File: config.mk
export PLATFORM = sky130hd
export DESIGN_NAME = vec_branch_step
export DESIGN_NICKNAME = d
export VERILOG_FILES = /design/src/rtl/vbs_pkg.sv /design/src/rtl/vbs_ctrl.sv /design/src/rtl/vbs_datapath.sv /design/src/rtl/vec_branch_step.sv
export SDC_FILE = /design/constraint.sdc
export NUM_CORES = 1
export LEC_CHECK = 0
export BUFFER_PORTS_ARGS = -buffer_cell sky130_fd_sc_hd__clkbuf_2
export CAP_MARGIN = 30
export CORE_MARGIN = 2
export CORE_UTILIZATION = 40
export CTS_BUF_LIST = sky130_fd_sc_hd__clkbuf_8
export DETAILED_ROUTE_END_ITERATION = 10
export SLEW_MARGIN = 20
export SYNTH_ARGS = -nofsm -noshare
export SYNTH_HDL_FRONTEND = slang
export SYNTH_SLANG_ARGS = --single-unit
File: constraint.sdc
create_clock -name clk -period 2.1 [get_ports clk]
set_input_delay 0.105 -clock clk [delete_from_list [all_inputs] [get_ports clk]]
set_output_delay 0.105 -clock clk [all_outputs]
set_load 0.01 [all_outputs]
File: src/rtl/vbs_pkg.sv
package vbs_pkg;
  // Option field positions; option bit k sits at opts[4-k].
  localparam int OPT_COND_IGN = 4;
  localparam int OPT_COND_VAL = 3;
  localparam int OPT_CTR_IGN  = 2;
  localparam int OPT_CTR_ZERO = 1;

  typedef struct packed {
    logic takeBranch;
    logic selLr;
    logic selAbs;
    logic lrWrite;
    logic vlWrite;
    logic vlUseInc;
    logic endLoop;
  } strobes_t;
endpackage

File: src/rtl/vbs_ctrl.sv
module vbs_ctrl
  import vbs_pkg::*;
(
  input  logic [4:0] opts,
  input  logic       condBit,
  input  logic       snz,
  input  logic       zeroing,
  input  logic       ctrNonZero,
  input  logic       absMode,
  input  logic       toLr,
  input  logic       link,
  input  logic       vlSet,
  input  logic       vsb,
  input  logic       vlInc,
  input  logic       allMode,
  input  logic       lrU,
  input  logic       endLoopIn,
  output logic       decCtr,
  output strobes_t   strobes
);
  logic ctrOk, condOk, bothOk, testBit, loopEnd, tryBranch, vlHit, taken;

  assign decCtr = ~opts[OPT_CTR_IGN];

  always_comb begin
    ctrOk   = opts[OPT_CTR_IGN] | (ctrNonZero ^ opts[OPT_CTR_ZERO]);
    testBit = zeroing ? snz : condBit;
    condOk  = opts[OPT_COND_IGN] | ~(testBit ^ opts[OPT_COND_VAL]);
    bothOk  = ctrOk & condOk;

    loopEnd   = endLoopIn;
    tryBranch = 1'b1;
    vlHit     = 1'b0;
    if (!toLr) begin
      if (vlSet && (bothOk == vsb)) begin
        vlHit   = 1'b1;
        loopEnd = 1'b1;
      end
      if (allMode) begin
        if (!loopEnd) tryBranch = 1'b0;
        if (!bothOk) begin
          loopEnd   = 1'b1;
          tryBranch = 1'b0;
        end
      end
    end
    taken = tryBranch & bothOk;
    if (taken && !toLr) loopEnd = 1'b1;

    strobes            = '0;
    strobes.takeBranch = taken;
    strobes.selLr      = toLr;
    strobes.selAbs     = absMode;
    strobes.lrWrite    = link & (lrU | taken);
    strobes.vlWrite    = vlHit;
    strobes.vlUseInc   = vlInc;
    strobes.endLoop    = loopEnd;
  end
endmodule

File: src/rtl/vbs_datapath.sv
module vbs_datapath
  import vbs_pkg::*;
#(
  parameter int ADDR_W   = 64,
  parameter int DISP_W   = 14,
  parameter int VL_W     = 7,
  parameter int NARROW_W = 32
) (
  input  logic              clk,
  input  logic              rst_n,
  input  logic              inValid,
  input  logic              decCtr,
  input  strobes_t          strobes,
  input  logic              mode64,
  input  logic [ADDR_W-1:0] ctrIn,
  input  logic [ADDR_W-1:0] cia,
  input  logic [DISP_W-1:0] disp,
  input  logic [ADDR_W-1:0] lrIn,
  input  logic [VL_W-1:0]   srcStep,
  output logic              ctrNonZero,
  output logic              outValid,
  output logic              branchTaken,
  output logic [ADDR_W-1:0] nextAddr,
  output logic              lrWrEn,
  output logic [ADDR_W-1:0] lrValue,
  output logic [ADDR_W-1:0] ctrNext,
  output logic              vlWrEn,
  output logic [VL_W-1:0]   vlValue,
  output logic              endLoop
);
  localparam int EXT_W = ADDR_W - DISP_W - 2;
  localparam logic [ADDR_W-1:0] ONE        = 1;
  localparam logic [ADDR_W-1:0] INSN_BYTES = 4;
  localparam logic [ADDR_W-1:0] ALIGN_MASK = 3;
  localparam logic [VL_W-1:0]   VL_ONE     = 1;

  logic [ADDR_W-1:0] ctrDec, offset, target, chosen, addrMask;

  assign ctrDec = decCtr ? (ctrIn - ONE) : ctrIn;
  assign offset = {{EXT_W{disp[DISP_W-1]}}, disp, 2'b00};

  generate
    if (ADDR_W > NARROW_W) begin : g_wide
      assign addrMask   = mode64 ? '1 : {{(ADDR_W-NARROW_W){1'b0}}, {NARROW_W{1'b1}}};
      assign ctrNonZero = mode64 ? (|ctrDec) : (|ctrDec[NARROW_W-1:0]);
    end else begin : g_narrow
      assign addrMask   = '1;
      assign ctrNonZero = |ctrDec;
    end
  endgenerate

  always_comb begin
    if (strobes.selLr)       target = lrIn & ~ALIGN_MASK;
    else if (strobes.selAbs) target = offset;
    else                     target = cia + offset;
    chosen = strobes.takeBranch ? target : (cia + INSN_BYTES);
  end

  always_ff @(posedge clk or negedge rst_n) begin
    if (!rst_n) begin
      outValid    <= 1'b0;
      branchTaken <= 1'b0;
      lrWrEn      <= 1'b0;
      vlWrEn      <= 1'b0;
      nextAddr    <= '0;
      lrValue     <= '0;
      ctrNext     <= '0;
      vlValue     <= '0;
      endLoop     <= 1'b0;
    end else begin
      outValid    <= inValid;
      branchTaken <= inValid & strobes.takeBranch;
      lrWrEn      <= inValid & strobes.lrWrite;
      vlWrEn      <= inValid & strobes.vlWrite;
      if (inValid) begin
        nextAddr <= chosen & addrMask;
        lrValue  <= (cia + INSN_BYTES) & addrMask;
        ctrNext  <= ctrDec;
        vlValue  <= strobes.vlUseInc ? (srcStep + VL_ONE) : srcStep;
        endLoop  <= strobes.endLoop;
      end
    end
  end

  // strobes quiet and data held after an idle cycle
  a_r11_idle_quiet: assert property (@(posedge clk) disable iff (!rst_n)
    !$past(inValid) |-> (!outValid && !branchTaken && !lrWrEn && !vlWrEn));
  a_r11_idle_hold: assert property (@(posedge clk) disable iff (!rst_n)
    !$past(inValid) |-> ($stable(nextAddr) && $stable(ctrNext) && $stable(endLoop)));
  // counter steps by one only when asked
  a_r1_ctr_step: assert property (@(posedge clk) disable iff (!rst_n)
    $past(inValid) |-> (ctrNext == ($past(decCtr) ? $past(ctrIn) - ONE : $past(ctrIn))));
  // a vector-length write always ends the loop
  a_r4_vl_ends: assert property (@(posedge clk) disable iff (!rst_n)
    vlWrEn |-> endLoop);
  // a taken vector branch ends the loop
  a_r6_taken_ends: assert property (@(posedge clk) disable iff (!rst_n)
    ($past(inValid && !strobes.selLr) && branchTaken) |-> endLoop);
  // link-register target is word aligned
  a_r10_lr_align: assert property (@(posedge clk) disable iff (!rst_n)
    ($past(inValid && strobes.selLr) && branchTaken) |-> (nextAddr[1:0] == 2'b00));
  // upper half cleared in 32-bit mode
  a_r8_narrow: assert property (@(posedge clk) disable iff (!rst_n)
    $past(inValid && !mode64) |-> (((nextAddr | lrValue) & ~{{(ADDR_W-NARROW_W){1'b0}}, {NARROW_W{1'b1}}}) == '0));
endmodule

File: src/rtl/vec_branch_step.sv
module vec_branch_step
  import vbs_pkg::*;
#(
  parameter int ADDR_W = 64,
  parameter int DISP_W = 14,
  parameter int VL_W   = 7
) (
  input  logic              clk,
  input  logic              rst_n,
  input  logic              inValid,
  input  logic [4:0]        opts,
  input  logic              condBit,
  input  logic              snz,
  input  logic              zeroing,
  input  logic [ADDR_W-1:0] ctrIn,
  input  logic [ADDR_W-1:0] cia,
  input  logic [DISP_W-1:0] disp,
  input  logic [ADDR_W-1:0] lrIn,
  input  logic              absMode,
  input  logic              toLr,
  input  logic              link,
  input  logic              mode64,
  input  logic              vlSet,
  input  logic              vsb,
  input  logic              vlInc,
  input  logic              allMode,
  input  logic              lrU,
  input  logic [VL_W-1:0]   srcStep,
  input  logic              endLoopIn,
  output logic              outValid,
  output logic              branchTaken,
  output logic [ADDR_W-1:0] nextAddr,
  output logic              lrWrEn,
  output logic [ADDR_W-1:0] lrValue,
  output logic [ADDR_W-1:0] ctrNext,
  output logic              vlWrEn,
  output logic [VL_W-1:0]   vlValue,
  output logic              endLoop
);
  logic     decCtr, ctrNonZero;
  strobes_t strobes;

  vbs_ctrl i_ctrl (
    .opts(opts), .condBit(condBit), .snz(snz), .zeroing(zeroing),
    .ctrNonZero(ctrNonZero), .absMode(absMode), .toLr(toLr), .link(link),
    .vlSet(vlSet), .vsb(vsb), .vlInc(vlInc), .allMode(allMode), .lrU(lrU),
    .endLoopIn(endLoopIn), .decCtr(decCtr), .strobes(strobes)
  );

  vbs_datapath #(.ADDR_W(ADDR_W), .DISP_W(DISP_W), .VL_W(VL_W)) i_datapath (
    .clk(clk), .rst_n(rst_n), .inValid(inValid), .decCtr(decCtr),
    .strobes(strobes), .mode64(mode64), .ctrIn(ctrIn), .cia(cia), .disp(disp),
    .lrIn(lrIn), .srcStep(srcStep), .ctrNonZero(ctrNonZero),
    .outValid(outValid), .branchTaken(branchTaken), .nextAddr(nextAddr),
    .lrWrEn(lrWrEn), .lrValue(lrValue), .ctrNext(ctrNext), .vlWrEn(vlWrEn),
    .vlValue(vlValue), .endLoop(endLoop)
  );
endmodule

==> results.txt, run 1 <==
The H-tree depth is 2. The later pin in the worst-skew pair is clocked with a latency of 0.61 ns. The final route contains 19270 vias. The final RePlAce weighted congestion came out at 0.9491.

At the worst endpoint, the required time is 2.58 ns. The dominant cell type by count on the critical path is sky130_fd_sc_hd__or3_4. The relative max-transition margin is 38.52%. The met3 routed wirelength is 4840 um. For this run, asynchronously set or reset flops after synthesis account for 100.0%.

The core footprint is 38380 um2. From left edge to right edge, the die measures 200.6 um. The starting DRC count in detailed routing came out at 1358.

The fraction of final layout cells sized beyond drive strength 1 is 39.48%. Relative to the synthesized area, the layout overhead comes to 63.45%. The register-to-register path setup slack is 0.99 ns.

The iteration count of the initial detailed-routing pass came out at 7. The count of filler cells inserted in the layout came out at 3315. The largest fanout on the critical path came out at 6. The reported leakage power came out at 12.06 nW. The number of different library cells in the post-synthesis netlist is 82. The first global-routing pass estimated 108800 um of wire. The number of synthesized flops with an enable pin is 0. The run finished, with violations left. The worst-case IR drop observed on VDD is 465.9 uV.

The number of vias per cell came out at 5.513. For hold timing, the worst endpoint is i_datapath.ctrNext[35]. The total power draw is 14.00 mW. The worst clock skew is 0 ns.

At the pin with the least slew margin, the transition time is 0.9212 ns. The startpoint identified for the worst register-to-register timing path is i_datapath.nextAddr[56]. Summing every instance area after synthesis gives 15460 um2. The tree is rooted in a sky130_fd_sc_hd__clkbuf_8. Subtracting the final worst setup slack from the clock period gives 3.455 ns. The slowest cell on the critical path is sky130_fd_sc_hd__or4b_4. The launch instance of the worst min-delay path is ctrIn[34]. After detailed routing, the average wire length per cell comes to 20.17 um. The worst register-to-register path ends at i_datapath.nextAddr[56]. Of the synthesized area, sequential elements account for 33.01%.

The flop and latch count out of synthesis is 204. In this run the remaining antenna-violating nets after routing total 0. The per-instance average area after synthesis came out at 8.279 um2. The worst-case clock buffer depth is 3.

In this design, the stage delay of the slowest critical-path cell is 0.58 ns. Max-cap violations in this run came to 0. The register share of total power is 33.3%. In the final routing, the length of wire on met1 measures 29710 um.

In this run the tool buffered the top-level ports with 434 buffer cells. The final hold slack is -0.01494 ns. The number of global-route vias before repair is 19600. Summed over all layers, the routed wires come to 70510 um. The height of the chip came out at 200.6 um. The worst setup path is launched from an input pin. The number of placement rows is 72. The net load switching power came out at 4.883 mW. For the worst setup path, the data arrival time is 3.94 ns. The checks that failed: negative hold slack, negative setup slack. Traced cell by cell, the critical path runs through clkbuf_2 > or4_4 > or4b_4 > or3_4 > buf_8 > nor4_4 > xnor2_1 > and4_1 > and4_4 > a32o_2 > or3_4 > buf_12 > buf_6 > and3_4 > a221o_1. Counting every sink on the clock net gives 204.

Setup repair after global routing could not meet its margin everywhere. The max-slew violation total from the final report came out at 0. The library cell used most frequently in the layout, excluding fill and tap cells, is sky130_fd_sc_hd__buf_4. Counting every net in the synthesized netlist gives 2167. The count of final hold-check violations came out at 1. The CTS tree is yes. The all-layer global routing usage came out at 34.20%. The net count of the finished layout is 3249.

The half-perimeter wire length of the detailed placement result came out at 53360 um. Pin placement for this block handled 438 I/O pins. The pin count of the biggest net entering global routing came out at 79. The count of yosys warnings during synthesis is 0. The path class of the lowest-slack min-delay path is in -> reg. Among all flip-flop cells after synthesis, the most frequent one is sky130_fd_sc_hd__dfrtp_1.

After clock tree synthesis, the clock-pin slew on the worst setup and hold paths is 0.06 ns. Net switching is 34.88% of the power. The internal power summed over all cells came out at 9.118 mW. The power density of the placed cells came out at 553.9 nW/um2. The period utilization came out at 164.5%. Setup slack on the critical path of the routed design comes to -1.355 ns. The fraction of power consumed by combinational cells is 37.2%. The number of cells on the worst reg-to-reg path is 3. The clock group share of total power came out at 29.5%. The cell count after synthesis came out at 1868. The fmax is 289.5 MHz. The library cells used most frequently in the layout, excluding fill and tap cells, are sky130_fd_sc_hd__buf_4, sky130_fd_sc_hd__clkbuf_2, sky130_fd_sc_hd__nor2_1. After global routing the overflow that remains totals 0. The worst hold path was traced through 4 stages. The worst setup path is captured at a flip-flop. The die footprint is 40250 um2.

The number of antenna violations at the first check in global routing was 2. The number of buffers created by CTS is 41. The routed wire length on met2 is 33010 um. The number of setup violations in the final report is 69. The post-detailed-route DRC marker count is 0. The initial standard-cell utilization of the core came out at 40.30%. The critical setup path kind is in -> reg. The final cell utilization of the core is 65.86%.

The top routing layer in use is met4.
==> logic make-up (layout without fill, tap and decap cells) <==
logic type	after synthesis	count (layout)	share of synthesized area, %
AO/OA/AOI/OAI	533	533	23.48
XOR/XNOR	164	164	9.288
adder cells (fa/ha/maj)	65	65	5.307
buffers and inverters	150	1257	3.794
flip-flops	204	204	33.01
multiplexers	36	36	2.492
other	0	1	0
AND/OR/NAND/NOR	716	717	22.63
==> metrics by stage <==
stage | instances | worst slack [ns] | area [um2] | TNS (ns)
after CTS | 3491 | -1.341 | 25060 | -82.11
final | 3495 | -1.355 | 25280 | -83.45
after global placement | 3247 | -1.982 | 22260 | -150.80
after detailed placement | 3247 | -2.059 | 22260 | -155.15
after floorplan | 1868 | -1.639 | 15730 | -102.99
after global routing | 3495 | -1.405 | 25280 | -87.06
==> layout make-up <==
type,instances,area (um2),area share [%]
diodes,1,2.502,0.009900
clock buffers,50,688.2,2.723
clock inverters,19,103.9,0.4109
inverters,44,167.7,0.6633
multi-input cells,1515,10380,41.07
flip-flops and latches,204,5105,20.20
well taps,518,648.1,2.564
repair buffers,1144,8182,32.37
==> synth_stat cells, types with 14 or more instances <==
cell type                   instances  share of area, %
sky130_fd_sc_hd__a21o_1            57               2.8
sky130_fd_sc_hd__a21oi_1          165               5.3
sky130_fd_sc_hd__a221o_1           14              0.91
sky130_fd_sc_hd__a2bb2oi_1         14              0.79
sky130_fd_sc_hd__a31oi_1           22              0.89
sky130_fd_sc_hd__and2_1            19              0.77
sky130_fd_sc_hd__and3_1            28               1.1
sky130_fd_sc_hd__clkbuf_1          89               2.2
sky130_fd_sc_hd__dfrtp_1          204                33
sky130_fd_sc_hd__ha_1              64               5.2
sky130_fd_sc_hd__inv_1             44               1.1
sky130_fd_sc_hd__mux2_2            20               1.5
sky130_fd_sc_hd__mux2i_1           16               1.0
sky130_fd_sc_hd__nand2_1          150               3.6
sky130_fd_sc_hd__nand3_1           51               1.7
sky130_fd_sc_hd__nand4_1           39               1.6
sky130_fd_sc_hd__nor2_1           239               5.8
sky130_fd_sc_hd__nor3_1            44               1.4
sky130_fd_sc_hd__nor4_1            44               1.8
sky130_fd_sc_hd__o21ai_0           77               2.5
sky130_fd_sc_hd__o2bb2ai_1         21               1.2
sky130_fd_sc_hd__o31ai_1           16              0.78
sky130_fd_sc_hd__or3_1             24              0.97
sky130_fd_sc_hd__or4_1             15              0.73
sky130_fd_sc_hd__xnor2_1          104               5.9
sky130_fd_sc_hd__xor2_1            60               3.4
==> routing by layer <==
layer / GRT usage [%] / vias up
met5: 0 / -
met4: 15.05 / 0
met3: 6.234 / 169
met2: 57.32 / 810
met1: 43.16 / 9218
li1: - / 9070
==> power groups by stage <==
stage               registers [mW]  clock network (mW)  logic [mW]
finish                        4.67                4.13        5.20
global route                  4.71                4.38        5.59
CTS                           4.65                4.23        5.11
detailed placement            4.71                   0        4.67
global placement              4.71                   0        4.62
floorplan                     4.86                   0        1.99
==> worst max path at each step <==
| stage | startpoint | endpoint | slack, ns | cells past startpoint |
|---|---|---|---|---|
| finish | ctrIn[37] | i_datapath.nextAddr[23] | -1.35 | 15 |
| global route | ctrIn[43] | i_datapath.nextAddr[26] | -1.41 | 15 |
| CTS | ctrIn[37] | i_datapath.nextAddr[26] | -1.34 | 15 |
| detailed placement | ctrIn[42] | i_datapath.nextAddr[41] | -2.06 | 13 |
| global placement | ctrIn[42] | i_datapath.nextAddr[44] | -1.98 | 13 |
| floorplan | ctrIn[36] | i_datapath.nextAddr[13] | -1.64 | 14 |
==> flip-flops by register name (all words and copies together), names as in the netlist <==
name	count
i_datapath.vlWrEn	1
i_datapath.ctrNext	64
i_datapath.lrValue	64
i_datapath.nextAddr	64
i_datapath.branchTaken	1
i_datapath.endLoop	1
i_datapath.lrWrEn	1
i_datapath.vlValue	7
i_datapath.outValid	1
==> repair_timing <==
| action | CTS | global route |
|---|---|---|
| setup endpoints to repair | 74 | 86 |
| hold buffers | 152 | 0 |
| endpoints found under the hold margin | 334 | 0 |
| pin swaps | 35 | 22 |
| setup buffers | 21 | 8 |
| gates cloned | 3 | 0 |
| gates resized for setup | 66 | 45 |
==> worst max-delay path, delay by kind of cell <==
kind	cells	cell delay [ns]
AOI/OAI and AO/OA	2	0.52
and+or+nand+nor	8	2.67
buffers and inverters	4	0.51
xor gates and xnor gates	1	0.12
No activity file was read; power rests on OpenSTA's default activity.
==> run 2: changes to the inputs <==
--- a/config.mk
+++ b/config.mk
@@ -5,6 +5,7 @@
 export SDC_FILE = /design/constraint.sdc
 export NUM_CORES = 1
 export LEC_CHECK = 0
+export ABC_AREA = 1
 export BUFFER_PORTS_ARGS = -buffer_cell sky130_fd_sc_hd__clkbuf_2
 export CAP_MARGIN = 30
 export CORE_MARGIN = 2
==> results.txt, run 2 <==
The sequential element share of the synthesized area came out at 30.03% (was 33.01%). The type of element capturing the critical path is a flip-flop (unchanged). The number of vias in the routed layout came out at 24100 (was 19270).

Unrepaired setup endpoints after global routing: yes (unchanged). The finished layout cell area is 29590 um2 (was 25280 um2). The switching share of power came out at 38.41% (was 34.88%).

The top-area cell type share of the netlist area is 30.03% (was 33.01%). Largest regs: i_datapath.ctrNext x64, i_datapath.lrValue x64, i_datapath.nextAddr x64 (unchanged). The max-slew violation total from the final report is 0 (unchanged). The clock transition at the register clock pins on the worst setup and hold paths after CTS is 0.06 ns (about the same). The number of placed I/O pins is 438 (unchanged). The worst clock skew came to 0 ns (unchanged). The post-detailed-routing wire length came out at 91290 um (was 70510 um).

The actual slew at the worst max-slew pin came out at 0.9617 ns (was 0.9212 ns). The synthesis-to-finish area growth came to 74.04% (was 63.45%). Commonest cells in the netlist: sky130_fd_sc_hd__nand2_1, sky130_fd_sc_hd__nor2_1, sky130_fd_sc_hd__inv_1 (was sky130_fd_sc_hd__nor2_1, sky130_fd_sc_hd__dfrtp_1, sky130_fd_sc_hd__a21oi_1). Commonest cells after routing, fill and taps aside: sky130_fd_sc_hd__nand2_1, sky130_fd_sc_hd__buf_4, sky130_fd_sc_hd__clkbuf_2 (was sky130_fd_sc_hd__buf_4, sky130_fd_sc_hd__clkbuf_2, sky130_fd_sc_hd__nor2_1).

The number of buffers created by CTS is 39 (was 41). The count of final hold-check violations is 1 (unchanged). The startpoint kind of the worst setup timing path is an input pin (unchanged). The reported leakage power came to 14.97 nW (was 12.06 nW).

The wire length of the first global-routing pass came out at 131700 um (was 108800 um). The top cell type by total area after synthesis was sky130_fd_sc_hd__dfrtp_1 (unchanged). The number of global-route vias before repair is 23590 (was 19600). The number of nets in the layout came out at 4203 (was 3249). The pre-CTS setup slack came to -1.344 ns (was -2.059 ns). The relative max-transition margin came to 35.65% (was 38.52%). The final critical-path required period came out at 2.634 ns (was 3.455 ns).

The internal power summed over all cells is 8.979 mW (was 9.118 mW). The most common flop cell mapped by yosys is sky130_fd_sc_hd__dfrtp_1 (unchanged). The worst-case clock buffer depth came out at 3 (unchanged).

The number of placement rows is 75 (was 72). The number of synthesized flops with an enable pin came out at 0 (unchanged). The critical setup path kind is in -> reg (unchanged). The final RePlAce weighted congestion came out at 1.032 (was 0.9491).

The H-tree depth is 2 (unchanged). The cell class contributing the biggest share of worst-path delay is simple AND/OR/NAND/NOR gates (unchanged). The count of yosys warnings during synthesis is 0 (unchanged). Top area cells in the synthesized netlist: sky130_fd_sc_hd__dfrtp_1, sky130_fd_sc_hd__nand2_1, sky130_fd_sc_hd__nor2_1, sky130_fd_sc_hd__o21ai_0, sky130_fd_sc_hd__inv_1 (was sky130_fd_sc_hd__dfrtp_1, sky130_fd_sc_hd__xnor2_1, sky130_fd_sc_hd__nor2_1, sky130_fd_sc_hd__a21oi_1, sky130_fd_sc_hd__ha_1). The fmax was 379.6 MHz (was 289.5 MHz). The all-layer global routing usage is 38.74% (was 34.20%). The post-detailed-route DRC marker count is 0 (unchanged). The power density of the placed cells came out at 492.8 nW/um2 (was 553.9 nW/um2). The period utilization came out at 125.4% (was 164.5%). The number of input and output port buffers inserted is 434 (unchanged). The flop and latch count out of synthesis came to 204 (unchanged).

The most common cell after layout, fill and taps aside is sky130_fd_sc_hd__nand2_1 (was sky130_fd_sc_hd__buf_4). The clock group share of total power was 26.4% (was 29.5%). The fraction of final layout cells sized beyond drive strength 1 is 41.51% (was 39.48%). The post-synthesis instance area is 17000 um2 (was 15460 um2).

The count of maximum capacitance violations is 0 (unchanged). The cell area reported after detailed placement came out at 24840 um2 (was 22260 um2). The slack of the critical path is -0.5342 ns (was -1.355 ns). The number of vias per cell came out at 5.391 (was 5.513). The count of clock tree sinks came to 204 (unchanged).

The slowest cell on the critical path is sky130_fd_sc_hd__nor2_2 (was sky130_fd_sc_hd__or4b_4). The insertion delay to the later sink of the worst-skew pair was 0.61 ns (about the same). The CTS tree is yes (unchanged).

The largest incremental delay on the critical path came to 0.21 ns (was 0.58 ns). The die width was 210.2 um (was 200.6 um). The largest fanout on the critical path is 7 (was 6). The die footprint came out at 44170 um2 (was 40250 um2).

The share of async-settable or async-resettable flops after synthesis came to 100.0% (unchanged). The height of the chip is 210.2 um (was 200.6 um). The cell count after synthesis came to 2665 (was 1868). The post-synth net total is 2964 (was 2167). The number of setup violations in the final report is 68 (was 69). The half-perimeter wire length of the detailed placement result came to 68190 um (was 53360 um). The core footprint came out at 41950 um2 (was 38380 um2).

The cell at the root of the clock tree is sky130_fd_sc_hd__clkbuf_8 (unchanged). Violations in the final reports: negative hold slack, negative setup slack (unchanged). The required time reported for the critical path endpoint came out at 2.62 ns (was 2.58 ns). The final total negative setup slack came out at -29.52 ns (was -83.45 ns).

The most common cell in the synthesized netlist is sky130_fd_sc_hd__nand2_1 (was sky130_fd_sc_hd__nor2_1). The total global routing overflow is 0 (unchanged). The initial standard-cell utilization of the core is 40.53% (was 40.30%). The net load switching power is 5.600 mW (was 4.883 mW). The total power draw is 14.58 mW (was 14.00 mW). The starting DRC count in detailed routing is 2137 (was 1358). The register share of total power is 31.8% (was 33.3%). The arrival time at the worst endpoint is 3.16 ns (was 3.94 ns). The number of antenna violations at the first check in global routing was 2 (unchanged).

The path class of the lowest-slack min-delay path is in -> reg (unchanged). The fraction of power consumed by combinational cells is 41.8% (was 37.2%). The iteration count of the initial detailed-routing pass is 6 (was 7). The final hold slack came out at -0.008668 ns (was -0.01494 ns). The wire length per cell is 20.42 um (was 20.17 um). The count of buffering cells on the critical path with inverters included is 5 (was 4). The pin count of the biggest net entering global routing came out at 81 (was 79). Run status: finished, violations left (unchanged). The number of different library cells in the post-synthesis netlist came out at 46 (was 82). The maximum ir drop on the vdd rail came out at 451.4 uV (was 465.9 uV). The number of routed nets with antenna violations came out at 0 (unchanged). Cell Chain, Critical Path: buf_2 > nor2_4 > nand2_2 > nor2_2 > inv_1 > nor2_4 > buf_4 > xor2_1 > nor2_1 > nand2_1 > nor2_2 > nand3_1 > nor2_2 > nand2_1 > nand2_1 > nand3_2 > nand3_2 > nand2_2 > nand2_4 > nand2_8 > buf_12 > clkbuf_16 > or2_0 > a21oi_1 (was clkbuf_2 > or4_4 > or4b_4 > or3_4 > buf_8 > nor4_4 > xnor2_1 > and4_1 > and4_4 > a32o_2 > or3_4 > buf_12 > buf_6 > and3_4 > a221o_1). The per-instance average area after synthesis is 6.379 um2 (was 8.279 um2).
==> run 2: cell families (layout without fill, tap and decap cells) <==
| kind of cell | after synthesis | in the layout | synth area share, % |
|---|---|---|---|
| multiplexers | 6 | 6 | 0.3533 |
| adder cells (fa/ha/maj) | 65 | 65 | 4.828 |
| AO/OA/AOI/OAI | 405 | 405 | 13.42 |
| AND/OR/NAND/NOR | 1536 | 1536 | 37.60 |
| flip-flops | 204 | 204 | 30.03 |
| other | 0 | 3 | 0 |
| XOR/XNOR | 122 | 122 | 6.285 |
| buffers and inverters | 327 | 1591 | 7.485 |
==> run 2: what timing repair did <==
action | CTS | global route
pin swaps | 33 | 149
hold buffers | 109 | 2
hold endpoints to repair | 298 | 2
gates resized for setup | 171 | 482
setup buffers | 21 | 34
endpoints found under the setup margin | 74 | 91
cloned | 4 | 8
==> run 2: routing by layer <==
| layer | share of wire, % | up-vias | GRT usage (%) |
|---|---|---|---|
| met5 | 0 | - | 0 |
| li1 | - | 11190 | - |
| met4 | 7.1 | 0 | 21.20 |
| met3 | 7.6 | 368 | 6.332 |
| met2 | 46 | 1265 | 65.08 |
| met1 | 39 | 11280 | 47.51 |
==> run 2: worst paths after layout <==
kind | start | endpoint | slack (ns) | depth (start not counted)
worst max-delay path | ctrIn[11] | i_datapath.nextAddr[12] | -0.53 | 24
worst min-delay path | lrIn[26] | i_datapath.nextAddr[26] | -0.009 | 5
worst max register to register | i_datapath.vlValue[0] | i_datapath.vlValue[0] | 0.70 | 3
worst min register to register | i_datapath.nextAddr[18] | i_datapath.nextAddr[18] | 0.48 | 2
max in group asynchronous | rst_n | i_datapath.nextAddr[24] | 1.35 | 3
min in group asynchronous | rst_n | i_datapath.ctrNext[26] | 0.04 | 2
==> run 2: through the flow <==
step           cells  utilization (%)
2_1_floorplan   2665                -
3_3_place_gp    4227            59.23
3_5_place_dp    4227            59.23
4_1_cts         4427            65.72
5_1_grt         4468            70.52
6_report        4471            70.54
==> run 2: power groups by stage <==
stage / logic [mW] / clock network, mW / registers (mW)
2_1_floorplan: 2.04 / 0 / 4.81
3_3_place_gp: 4.98 / 0 / 4.68
3_5_place_dp: 5.03 / 0 / 4.69
4_1_cts: 5.40 / 3.86 / 4.63
5_1_grt: 6.53 / 4.05 / 4.67
6_report: 6.10 / 3.84 / 4.64
==> run 2: area by class of cell <==
class	count	area [um2]
Multi-Input combinational cell	2134	12610
Clock buffer	44	605.6
Clock inverter	22	103.9
Timing Repair Buffer	1281	9528
Fill cell	3446	12360
Sequential cell	204	5105
Inverter	244	955.9
Antenna cell	3	7.507
Tap cell	539	674.4
==> run 2: worst reg2reg max path: cells and delay by family (launching register included) <==
family	cells	cell delay (ns)
compound gates	1	0.18
simple gates	1	0.11
buf+inv	1	0.61
flops	1	0.39
